[config.mk]
export PLATFORM = sky130hd
export DESIGN_NAME = serclk_sync_gen
export DESIGN_NICKNAME = d
export VERILOG_FILES = /design/src/rtl/serclk_pkg.sv /design/src/rtl/serclk_gate.sv /design/src/rtl/bclk_divider.sv /design/src/rtl/frame_counter.sv /design/src/rtl/serclk_sync_gen.sv
export SDC_FILE = /design/constraint.sdc
export NUM_CORES = 1
export LEC_CHECK = 0
export CAP_MARGIN = 10
export CORE_ASPECT_RATIO = 1.2
export CORE_UTILIZATION = 50
export CTS_CLUSTER_DIAMETER = 30
export DETAILED_ROUTE_END_ITERATION = 10
export GPL_TIMING_DRIVEN = 0
export PLACE_DENSITY_LB_ADDON = 0.1
export SLEW_MARGIN = 40
export SYNTH_ARGS = -nofsm -noshare
export SYNTH_HDL_FRONTEND = slang
export SYNTH_HIERARCHICAL = 1
export SYNTH_SLANG_ARGS = --single-unit
[constraint.sdc]
create_clock -name clk -period 2.9 [get_ports clk]
set_input_delay 0.58 -clock clk [delete_from_list [all_inputs] [get_ports clk]]
set_output_delay 0.58 -clock clk [all_outputs]
set_load 0.02 [all_outputs]
[src/rtl/serclk_pkg.sv]
package serclk_pkg;
    typedef enum logic [1:0] {
        BC_OFF  = 2'd0,
        BC_LOW  = 2'd1,
        BC_HIGH = 2'd2
    } bclk_state_t;
endpackage

[src/rtl/serclk_gate.sv]
module serclk_gate (
    input  logic src_sel,
    input  logic bus_tick,
    input  logic aud_tick,
    input  logic sclk_en,
    input  logic cont_mode,
    input  logic xfer_busy,
    output logic run,
    output logic tick
);
    // Source enable mux and run qualification
    always_comb begin
        tick = src_sel ? aud_tick : bus_tick;
        run  = sclk_en && (cont_mode || xfer_busy);
    end
endmodule

[src/rtl/bclk_divider.sv]
module bclk_divider
    import serclk_pkg::*;
#(
    parameter int DIV_W = 9
) (
    input  logic             clk,
    input  logic             rst_n,
    input  logic             run,
    input  logic             tick,
    input  logic [DIV_W-1:0] half_div,
    input  logic             reload,
    output logic             bclk,
    output logic             bclk_rise,
    output logic             bclk_fall,
    output logic             rise_evt
);
    bclk_state_t      state_q, state_d;
    logic [DIV_W-1:0] ph_q;
    logic [DIV_W-1:0] act_half_q;
    logic             expire;
    logic             fall_evt;

    always_comb begin
        expire   = tick && (ph_q == act_half_q);
        rise_evt = run && (state_q == BC_LOW)  && expire;
        fall_evt = run && (state_q == BC_HIGH) && expire;
    end

    // Next-state logic
    always_comb begin
        state_d = state_q;
        if (!run) begin
            state_d = BC_OFF;
        end else begin
            unique case (state_q)
                BC_OFF:  state_d = BC_LOW;
                BC_LOW:  if (expire) state_d = BC_HIGH;
                BC_HIGH: if (expire) state_d = BC_LOW;
                default: state_d = BC_OFF;
            endcase
        end
    end

    // State register
    always_ff @(posedge clk) begin
        if (!rst_n) state_q <= BC_OFF;
        else        state_q <= state_d;
    end

    // Outputs and counters
    always_ff @(posedge clk) begin
        if (!rst_n) begin
            bclk       <= 1'b0;
            bclk_rise  <= 1'b0;
            bclk_fall  <= 1'b0;
            ph_q       <= '0;
            act_half_q <= '0;
        end else begin
            bclk      <= (state_d == BC_HIGH);
            bclk_rise <= rise_evt;
            bclk_fall <= fall_evt;
            if (!run || state_q == BC_OFF) ph_q <= '0;
            else if (tick)                 ph_q <= expire ? '0 : ph_q + 1'b1;
            if (!run || state_q == BC_OFF || reload) act_half_q <= half_div;
        end
    end

    AST_PHASE_BOUND: assert property (@(posedge clk) disable iff (!rst_n)
        (state_q != BC_OFF) |-> (ph_q <= act_half_q));
    AST_STROBE_EXCL: assert property (@(posedge clk) disable iff (!rst_n)
        !(bclk_rise && bclk_fall));
    AST_RISE_LEVEL: assert property (@(posedge clk) disable iff (!rst_n)
        bclk_rise |-> (bclk && !$past(bclk)));
    AST_FALL_LEVEL: assert property (@(posedge clk) disable iff (!rst_n)
        bclk_fall |-> (!bclk && $past(bclk)));
    AST_STOP_LOW: assert property (@(posedge clk) disable iff (!rst_n)
        !run |=> (!bclk && !bclk_rise && !bclk_fall));
endmodule

[src/rtl/frame_counter.sv]
module frame_counter #(
    parameter int FRM_W = 9
) (
    input  logic             clk,
    input  logic             rst_n,
    input  logic             run,
    input  logic             rise_evt,
    input  logic [FRM_W-1:0] frame_div,
    output logic             reload,
    output logic             fsync
);
    logic [FRM_W-1:0] bit_cnt_q;
    logic [FRM_W-1:0] act_frame_q;
    logic [FRM_W-1:0] limit;
    logic             frame_start;

    always_comb begin
        frame_start = rise_evt && (bit_cnt_q == '0);
        limit       = frame_start ? frame_div : act_frame_q;
        reload      = frame_start;
    end

    always_ff @(posedge clk) begin
        if (!rst_n) begin
            bit_cnt_q   <= '0;
            act_frame_q <= '0;
            fsync       <= 1'b0;
        end else if (!run) begin
            bit_cnt_q   <= '0;
            act_frame_q <= frame_div;
            fsync       <= 1'b0;
        end else if (rise_evt) begin
            bit_cnt_q <= (bit_cnt_q == limit) ? '0 : bit_cnt_q + 1'b1;
            fsync     <= frame_start;
            if (frame_start) act_frame_q <= frame_div;
        end
    end

    AST_SYNC_AT_EDGE: assert property (@(posedge clk) disable iff (!rst_n)
        (fsync != $past(fsync)) |-> ($past(rise_evt) || !$past(run)));
    AST_BITCNT_BOUND: assert property (@(posedge clk) disable iff (!rst_n)
        (bit_cnt_q != '0) |-> (bit_cnt_q <= act_frame_q));
    AST_IDLE_ZERO: assert property (@(posedge clk) disable iff (!rst_n)
        !run |=> ((bit_cnt_q == '0) && !fsync));
    AST_CFG_STABLE: assert property (@(posedge clk) disable iff (!rst_n)
        (run && !frame_start) |=> $stable(act_frame_q));
endmodule

[src/rtl/serclk_sync_gen.sv]
module serclk_sync_gen #(
    parameter int DIV_W = 9,
    parameter int FRM_W = 9
) (
    input  logic             clk,
    input  logic             rst_n,
    input  logic             src_sel,
    input  logic             bus_tick,
    input  logic             aud_tick,
    input  logic [DIV_W-1:0] half_div,
    input  logic [FRM_W-1:0] frame_div,
    input  logic             sclk_en,
    input  logic             cont_mode,
    input  logic             xfer_busy,
    output logic             bclk,
    output logic             bclk_rise,
    output logic             bclk_fall,
    output logic             fsync
);
    logic run;
    logic tick;
    logic rise_evt;
    logic reload;

    serclk_gate u_gate (
        .src_sel   (src_sel),
        .bus_tick  (bus_tick),
        .aud_tick  (aud_tick),
        .sclk_en   (sclk_en),
        .cont_mode (cont_mode),
        .xfer_busy (xfer_busy),
        .run       (run),
        .tick      (tick)
    );

    bclk_divider #(.DIV_W(DIV_W)) u_div (
        .clk       (clk),
        .rst_n     (rst_n),
        .run       (run),
        .tick      (tick),
        .half_div  (half_div),
        .reload    (reload),
        .bclk      (bclk),
        .bclk_rise (bclk_rise),
        .bclk_fall (bclk_fall),
        .rise_evt  (rise_evt)
    );

    frame_counter #(.FRM_W(FRM_W)) u_frm (
        .clk       (clk),
        .rst_n     (rst_n),
        .run       (run),
        .rise_evt  (rise_evt),
        .frame_div (frame_div),
        .reload    (reload),
        .fsync     (fsync)
    );

    AST_RESET_QUIET: assert property (@(posedge clk)
        !rst_n |=> (!bclk && !fsync && !bclk_rise && !bclk_fall));
    AST_SYNC_NEEDS_CLK: assert property (@(posedge clk) disable iff (!rst_n)
        $rose(fsync) |-> bclk_rise);
endmodule

# Yosys cells after proc, flatten, opt, wreduce, memory -nomap -nowiden
# Cells that the tools add are included.
[totals]
register_bits = 42
elab_cells = 43
out_inout_bits = 4
[classes]
add_sub_neg = 2
n_reduce_logical = 15
mux = 10
eq_ne = 6
bitwise = 1
[ops]
columns = ["cell", "n"]
rows = [
  ["$mux 9", 5],
  ["$add 9x1->9 const B", 2],
  ["$eq 9x9->1", 2],
  ["$logic_not 9->1", 1],
  ["$logic_and 1x1->1", 7],
  ["$mux 2", 3],
  ["$pmux 2 s3", 1],
  ["$eq 2x2->1 const B", 2],
  ["$logic_or 1x1->1", 3],
  ["$eq 2x1->1 const B", 1],
  ["$logic_not 2->1", 1],
  ["$ne 2x1->1 const B", 1],
  ["$reduce_and 2->1", 1],
  ["$reduce_or 2->1", 1],
  ["$logic_not 1->1", 1],
  ["$mux 1", 1],
  ["$not 1->1", 1],
]

# Depth between registers and ports, before layout
# Gate-level depths: netlist of the first run.
[logic_depth]
depth_word = 8
mapped_depth = 12

# Hierarchy
# Netlist of the first run, hierarchy kept.
[by_module_without_submodules]
columns = ["module", "area_each_um2", "cells_each", "n_inst", "seq_area_each_um2"]
rows = [
  ["frame_counter", 1238.7, 144, 1, 380.4],
  ["bclk_divider", 1048.5, 105, 1, 460.4],
  ["serclk_gate", 22.5, 2, 1, 0.0],
]

# Worst setup path before layout of the first run
# Ideal clock, no wire load.
[synth_path]
path_kind = "input port to flip-flop"
from = "in src_sel"
to = "reg u_div.act_half_q[0]"
setup_slack_ns = 0.170
n_path_buf = 2
cell_stages = 12
required_ns = 2.784
t_arrival_ns = 2.614
path_cell_list = "mux2_4 > nand2_1 > nor3_2 > and4b_1 > nor4b_4 > nand3_1 > clkbuf_1 > inv_1 > nor3b_1 > buf_2 > mux2i_1 > nor2b_1"
[synth_via]
elab_chain_len = 5
[synth_lines]
columns = ["item", "line_no", "text"]
rows = [
  ["start: declaration", "serclk_sync_gen.sv:7", "input logic src_sel,"],
  ["$mux 1", "serclk_gate.sv:13", "tick = src_sel ? aud_tick : bus_tick;"],
  ["$logic_and 1x1->1", "bclk_divider.sv:24", "expire = tick && (ph_q == act_half_q);"],
  ["$logic_and 1x1->1", "bclk_divider.sv:25", "rise_evt = run && (state_q == BC_LOW) && expire;"],
  ["named net rise_evt", "serclk_sync_gen.sv:22", "logic rise_evt;"],
  ["$logic_and 1x1->1", "frame_counter.sv:18", "frame_start = rise_evt && (bit_cnt_q == '0);"],
  ["named net reload", "serclk_sync_gen.sv:23", "logic reload;"],
  ["$logic_or 1x1->1", "bclk_divider.sv:64", "if (!run || state_q == BC_OFF || reload) act_half_q <= half_div;"],
  ["end signal: assignment", "bclk_divider.sv:64", ""],
  ["end: declaration", "bclk_divider.sv:19", "logic [DIV_W-1:0] act_half_q;"],
]
# The timed path passes the listed nets, and every way through them passes these cells.
# A chain may end at the register's enable or synchronous reset.

# Final worst setup path of the first run
[layout_path]
from = "reg u_div.ph_q[6]"
to = "reg u_frm.bit_cnt_q[4]"
[layout_via]
elab_chain_len = 7
[layout_lines]
columns = ["item", "line_no", "text"]
rows = [
  ["start: declaration", "bclk_divider.sv:18", "logic [DIV_W-1:0] ph_q;"],
  ["start signal: assignment", "bclk_divider.sv:63", "else if (tick) ph_q <= expire ? '0 : ph_q + 1'b1;"],
  ["$eq 9x9->1 (*)", "bclk_divider.sv:24", ""],
  ["$logic_and 1x1->1 (*)", "bclk_divider.sv:24", ""],
  ["$logic_and 1x1->1 (*)", "bclk_divider.sv:25", ""],
  ["named net rise_evt", "serclk_sync_gen.sv:22", ""],
  ["$logic_and 1x1->1", "frame_counter.sv:18", ""],
  ["$mux 9", "frame_counter.sv:19", "limit = frame_start ? frame_div : act_frame_q;"],
  ["$eq 9x9->1", "frame_counter.sv:33", "bit_cnt_q <= (bit_cnt_q == limit) ? '0 : bit_cnt_q + 1'b1;"],
  ["$mux 9", "frame_counter.sv:33", ""],
  ["end signal: assignment", "frame_counter.sv:33", ""],
  ["end: declaration", "frame_counter.sv:12", "logic [FRM_W-1:0] bit_cnt_q;"],
]
# The timed path passes the listed nets; every way through them passes the cells marked *.

==> results.sh, run 1 <==
export IMPL_syn_area_um2=2310
export IMPL_post_route_util_pct=66.4
export IMPL_syn_area_per_cell_um2=9.20
export IMPL_die_w_um=64.0
export IMPL_end_kind="flop"
export IMPL_critPathRequiredTime_ns=3.12
export IMPL_reg2reg_setup_slack_ns=0.18
export IMPL_drv_cap=0
export IMPL_drt_initial_drc_count=81
export IMPL_grt_pass1_vias=1852
export IMPL_period_share_pct=93.8
export IMPL_startpoint_type="flop"
export IMPL_antenna_found_initial=0
export IMPL_seq_area_frac_synth_pct=36.4
export IMPL_cp_data_arrival_time_ns=2.94
export IMPL_core_area_um2=4360
export IMPL_dr_pass1_iters=4
export IMPL_layout_area_overhead_vs_synth_pct=25.4
export IMPL_clkLatencyLatePin_ns=0.29
export IMPL_outcome="complete, no violations"
export IMPL_p_total_mw=1.15
export IMPL_leakagePower_nw=1.02
export IMPL_cp_max_fo=5
export IMPL_ys_async_sr_fraction_pct=0
export IMPL_r2r_cells=11
export IMPL_finalSetupViolations=0
export IMPL_worstHoldPathType="reg2reg"
export IMPL_cts_htree_levels=2
export IMPL_via_per_inst=5.59
export IMPL_yosys_warnings=6
export IMPL_grt_total_usage_pct=22.3
export IMPL_finalNetCount=322
export IMPL_path_clk_slew_ns=0.08
export IMPL_synth_most_common_cell="dfxtp_1"
export IMPL_use_met1_pct=25.5
export IMPL_tightest_slew_ns=0.542
export IMPL_drc_errors=0
export IMPL_rows=26
export IMPL_holdPathStages=2
export IMPL_cts_tree="yes"
export IMPL_synth_edf_count=0
export IMPL_vias=1958
export IMPL_syn_inst=251
export IMPL_clkSinkCount=42
export IMPL_worstReg2RegEnd="u_frm/bit_cnt_q[4]"
export IMPL_skew_ns=0.00444
export IMPL_finalMaxSlewViolations=0
export IMPL_start_util_pct=53.0
export IMPL_synth_top_area_share_pct=36.4
export IMPL_synth_largest_area_cell="dfxtp_1"
export IMPL_layout_cells_non_filler=350
export IMPL_ir_drop_uv=422
export IMPL_dieArea_um2=4900
export IMPL_grt_util_met2_pct=39.7
export IMPL_max_freq_ghz=0.368
export IMPL_syn_nets=280
export IMPL_hold_viol=0
export IMPL_dp_cells=336
export IMPL_num_fill_cells=388
export IMPL_hpwl_mm=3.67
export IMPL_routabilityCongestion=0.822
export IMPL_synthFlopType="dfxtp_1"
export IMPL_cts_root_buf="clkbuf_8"
export IMPL_synth_seq_cells=42
export IMPL_grt_overflow_total=0
export IMPL_grt_max_degree=13
export IMPL_num_io_pins=30
export IMPL_clockBufferDepth=2
export IMPL_hold_slack_ns=0.503
export IMPL_synthDistinctLibCells=56
export IMPL_drive_gt1_share_pct=15.6
export IMPL_io_buffers=29
export IMPL_ant_nets=0
export IMPL_numCtsBuffers=5
export IMPL_critPathKind="reg2reg"
export IMPL_critPathLaunch="u_div/ph_q[6]"
export IMPL_grt_pass1_wl_mm=8.53
export IMPL_routed_wl_mm=5.21
export IMPL_antenna_cells=0
export IMPL_die_h_um=76.5
export IMPL_busiest_layer="met2"
export IMPL_ys_top_cells_by_count="dfxtp_1 (42), nand2_1 (22), xnor2_1 (17)"
export IMPL_crit_path_end="u_frm/bit_cnt_q[4]"
export IMPL_wl_per_cell_um=14.9
export IMPL_period_minus_slack_ns=2.72
export IMPL_worstReg2RegStart="u_div/ph_q[6]"
export IMPL_relSlewSlack_pct=63.8
export IMPL_p_per_area_nw_per_um2=398
export IMPL_grt_use_met3_pct=4.04
export IMPL_synth_area_leaders="dfxtp_1 (36%), xnor2_1 (6.4%), mux2i_1 (5.6%)"
-- power by group --
| group | total [mW] | leakage [nW] | internal [mW] | switching [mW] |
|---|---|---|---|---|
| Clock | 0.389 | 0.0482 | 0.192 | 0.197 |
| Combinational | 0.157 | 0.623 | 0.0833 | 0.0736 |
| Sequential | 0.608 | 0.344 | 0.593 | 0.0150 |
-- how the worst min path moves through the flow --
stage,from,endpoint
3_5_place_dp,u_frm/fsync,u_frm/fsync
2_1_floorplan,u_frm/act_frame_q[4],u_frm/act_frame_q[4]
5_1_grt,u_frm/act_frame_q[2],u_frm/act_frame_q[2]
6_report,u_frm/fsync,u_frm/fsync
4_1_cts,u_frm/fsync,u_frm/fsync
3_3_place_gp,u_frm/act_frame_q[1],u_frm/act_frame_q[1]
-- cell usage in the layout (no fill, tap or decap), drive strengths merged, types with 10 or more instances in the layout --
master,n
buf,12
nand2,23
clkbuf,13
clkdlybuf4s50,26
mux2i,13
nand3,12
xnor2,17
nor2b,11
nor2,10
dfxtp,42
-- area by class of cell --
class | count | area, µm² | share of cell area (%)
multi-input combinational | 190 | 1460 | 50.2
sequential | 42 | 845 | 29.2
timing repair buffer | 35 | 340 | 11.7
clock buffer | 7 | 86.3 | 2.98
tap | 56 | 70.1 | 2.42
buffer | 12 | 68.8 | 2.38
inverter | 7 | 26.3 | 0.907
clock inverter | 1 | 5.00 | 0.173
-- worst max-delay path, stage by stage (launching register included) --
cell	delay, ns
dfxtp_1	0.40
xnor2_1	0.15
nand4_1	0.21
nor3_4	0.23
and4b_2	0.26
nor4b_4	0.24
buf_4	0.20
nand2_4	0.07
mux2i_1	0.16
o2111ai_2	0.40
nor2_4	0.11
a211oi_2	0.21
-- flip-flops by register name, summed over array words and instances (netlist names) --
name and flops:
u_div/act_half_q 9, u_frm/act_frame_q 9, u_div/ph_q 9, u_frm/bit_cnt_q 9, u_div/bclk_rise 1, u_div/bclk_fall 1, u_div/bclk 1, u_frm/fsync 1
u_div/state_q 2
-- repair_timing --
action | in CTS | in global routing
resized for setup | 8 | 19
buffers inserted | 4 | 1
pin swaps | 6 | 9
hold buffers | 0 | 0
cloned | 0 | 1
endpoints found under the setup margin | 27 | 18
hold endpoints to repair | 0 | 0
-- per-layer routing --
layer  wire length, µm  part of all wire [%]
met5                 0                     0
met4               117                   2.2
met3               135                   2.6
met2              2800                    54
met1              2150                    41
-- through the flow --
| stage | setup WS (ns) | setup TNS, ns | instance area (µm²) |
|---|---|---|---|
| 2_1_floorplan | 0.170 | 0 | 2310 |
| 3_5_place_dp | -0.699 | -15.39 | 2670 |
| 5_1_grt | -0.00153 | -0.00468 | 2900 |
| 3_3_place_gp | -0.722 | -16.20 | 2670 |
| 4_1_cts | 0.00442 | 0 | 2810 |
| 6_report | 0.180 | 0 | 2900 |
-- cells by family after synthesis --
family                     after synthesis  share of synthesized area [%]
DFF                                     42                           36.4
and+or+nand+nor                        105                           27.0
adders and majority gates                3                           1.63
AOI/OAI and AO/OA                       42                           14.8
xor gates and xnor gates                25                           9.48
muxes                                   15                           6.77
buffers and inverters                   19                           3.85
(Power assumes the default switching activity.)
==> run 2, diff against run 1 <==
Settings changed: PLACE_DENSITY set to 0.83, PLACE_DENSITY_LB_ADDON 0.1 to unset.
==> run 2 against run 1 <==
Effect of this change: global-route usage grew 1.4 points; fmax is 3.0% lower; critical path depth increased by 1; non-clock buffer count up 6; cell count is 1.7% higher; routed wire length up 4.3%; core utilization is 2.9 points higher; clock-buffer cell count shrank 2; largest power group unchanged.
==> results.sh, run 2 (synthesis results as in run 1) <==
export IMPL_grt_pass1_wl_mm=9.20
export IMPL_period_minus_slack_ns=2.80
export IMPL_via_per_inst=5.80
export IMPL_grt_overflow_total=0
export IMPL_numCtsBuffers=5
export IMPL_wl_per_cell_um=15.3
export IMPL_clkSinkCount=42
export IMPL_cts_htree_levels=2
export IMPL_dieArea_um2=4900
export IMPL_ant_nets=0
export IMPL_relSlewSlack_pct=55.9
export IMPL_tightest_slew_ns=0.660
export IMPL_rsz0062_at_grt="yes"
export IMPL_routabilityCongestion=0.854
export IMPL_end_kind="flop"
export IMPL_ir_drop_uv=318
export IMPL_period_share_pct=96.7
export IMPL_drive_gt1_share_pct=21.0
export IMPL_finalSetupViolations=0
export IMPL_max_freq_ghz=0.357
export IMPL_path_clk_slew_ns=0.09
export IMPL_grt_pass1_vias=2075
export IMPL_outcome="complete, no violations"
export IMPL_grt_total_usage_pct=23.7
export IMPL_die_h_um=76.5
export IMPL_grt_max_degree=15
export IMPL_die_w_um=64.0
export IMPL_drc_errors=0
export IMPL_cts_root_buf="clkbuf_8"
export IMPL_most_common_layout_cells="dfxtp_1 (34), clkdlybuf4s50_1 (26), nand2_1 (21)"
export IMPL_rows=26
export IMPL_start_util_pct=53.0
export IMPL_hold_slack_ns=0.473
export IMPL_cts_hold_buffers=0
export IMPL_drt_initial_drc_count=162
export IMPL_hold_viol=0
export IMPL_critPathKind="in2reg"
export IMPL_num_fill_cells=344
export IMPL_clkLatencyLatePin_ns=0.30
export IMPL_drv_cap=0
export IMPL_final_common_cell="dfxtp_1"
export IMPL_startpoint_type="input port"
export IMPL_clockBufferDepth=2
export IMPL_antenna_cells=0
export IMPL_routed_wl_mm=5.43
export IMPL_dr_pass1_iters=4
export IMPL_vias=2065
export IMPL_antenna_found_initial=0
export IMPL_io_buffers=29
export IMPL_post_route_util_pct=69.4
export IMPL_core_area_um2=4360
export IMPL_cts_tree="yes"
export IMPL_p_per_area_nw_per_um2=414
export IMPL_leakagePower_nw=1.06
export IMPL_cp_max_fo=5
export IMPL_skew_ns=0.00997
export IMPL_cp_data_arrival_time_ns=2.98
export IMPL_finalMaxSlewViolations=0
export IMPL_layout_area_overhead_vs_synth_pct=30.9
export IMPL_finalNetCount=328
export IMPL_num_io_pins=30
export IMPL_worstHoldPathType="reg2reg"
export IMPL_hpwl_mm=3.66
export IMPL_critPathRequiredTime_ns=3.08
==> run 2: cell types whose count changed in the layout (fill, tap and decap cells not counted), moves of 4 or more <==
cell | before | now
xnor2_1 | 17 | 13
xnor2_2 | 0 | 4
dfxtp_1 | 39 | 34
dfxtp_2 | 3 | 7
buf_4 | 6 | 13
==> run 2: power breakdown <==
part | internal (mW) | switching (mW)
sequential | 0.593 | 0.0163
combinational | 0.0923 | 0.0785
clock | 0.258 | 0.215
==> run 2: per-stage QoR <==
stage / setup slack, ns / instance area [µm²] / total power, mW / TNS (ns) / instances
final: 0.0960 / 3020 / 1.25 / 0 / 356
after global placement: -0.736 / 2670 / 0.762 / -16.19 / 336
after global routing: -0.0855 / 3020 / 1.31 / -0.611 / 356
after detailed placement: -0.816 / 2670 / 0.766 / -17.83 / 336
after CTS: 0.0115 / 2860 / 1.25 / 0 / 349
after floorplan: 0.170 / 2310 / 0.707 / 0 / 251
==> run 2: final timing paths <==
| kind | cells after the start | slack (ns) | endpoint | from |
|---|---|---|---|---|
| min reg2reg | 2 | 0.47 | u_frm/fsync | u_frm/fsync |
| max | 12 | 0.1 | u_frm/bit_cnt_q[8] | src_sel |
| min | 2 | 0.47 | u_frm/fsync | u_frm/fsync |
| max reg2reg | 11 | 0.1 | u_frm/bit_cnt_q[8] | u_div/ph_q[1] |
==> run 2: area by class of cell <==
cell class | count | area, µm² | area share, %
Inverter | 7 | 26.3 | 0.869
Timing Repair Buffer | 41 | 384 | 12.7
Clock inverter | 3 | 43.8 | 1.45
Sequential cell | 42 | 853 | 28.2
Buffer | 12 | 68.8 | 2.28
Clock buffer | 5 | 68.8 | 2.28
Tap cell | 56 | 70.1 | 2.32
Multi-Input combinational cell | 190 | 1510 | 49.9
==> run 2: per-layer routing <==
metal | part of all wire, % | GRT usage, % | vias to the layer above
met5 | 0 | 0 | -
met4 | 2.7 | 13.0 | 0
met3 | 5.2 | 4.19 | 14
met2 | 51 | 39.8 | 68
met1 | 41 | 28.2 | 985
li1 | - | - | 998
==> run 2: what timing repair did <==
item / in CTS / in global routing
setup buffers: 5 / 7
pin swaps: 7 / 12
endpoints found under the setup margin: 28 / 18
gates resized for setup: 12 / 26
==> run 2: worst max-delay path: stages <==
cell	delay, ns
dlygate4sd2_1	0.24
mux2_4	0.22
nand2_4	0.06
nor3_4	0.24
and4b_2	0.29
nor4b_4	0.24
buf_4	0.21
nand3_4	0.08
o311ai_4	0.34
o31ai_4	0.17
nor2_4	0.23
a211oi_2	0.10
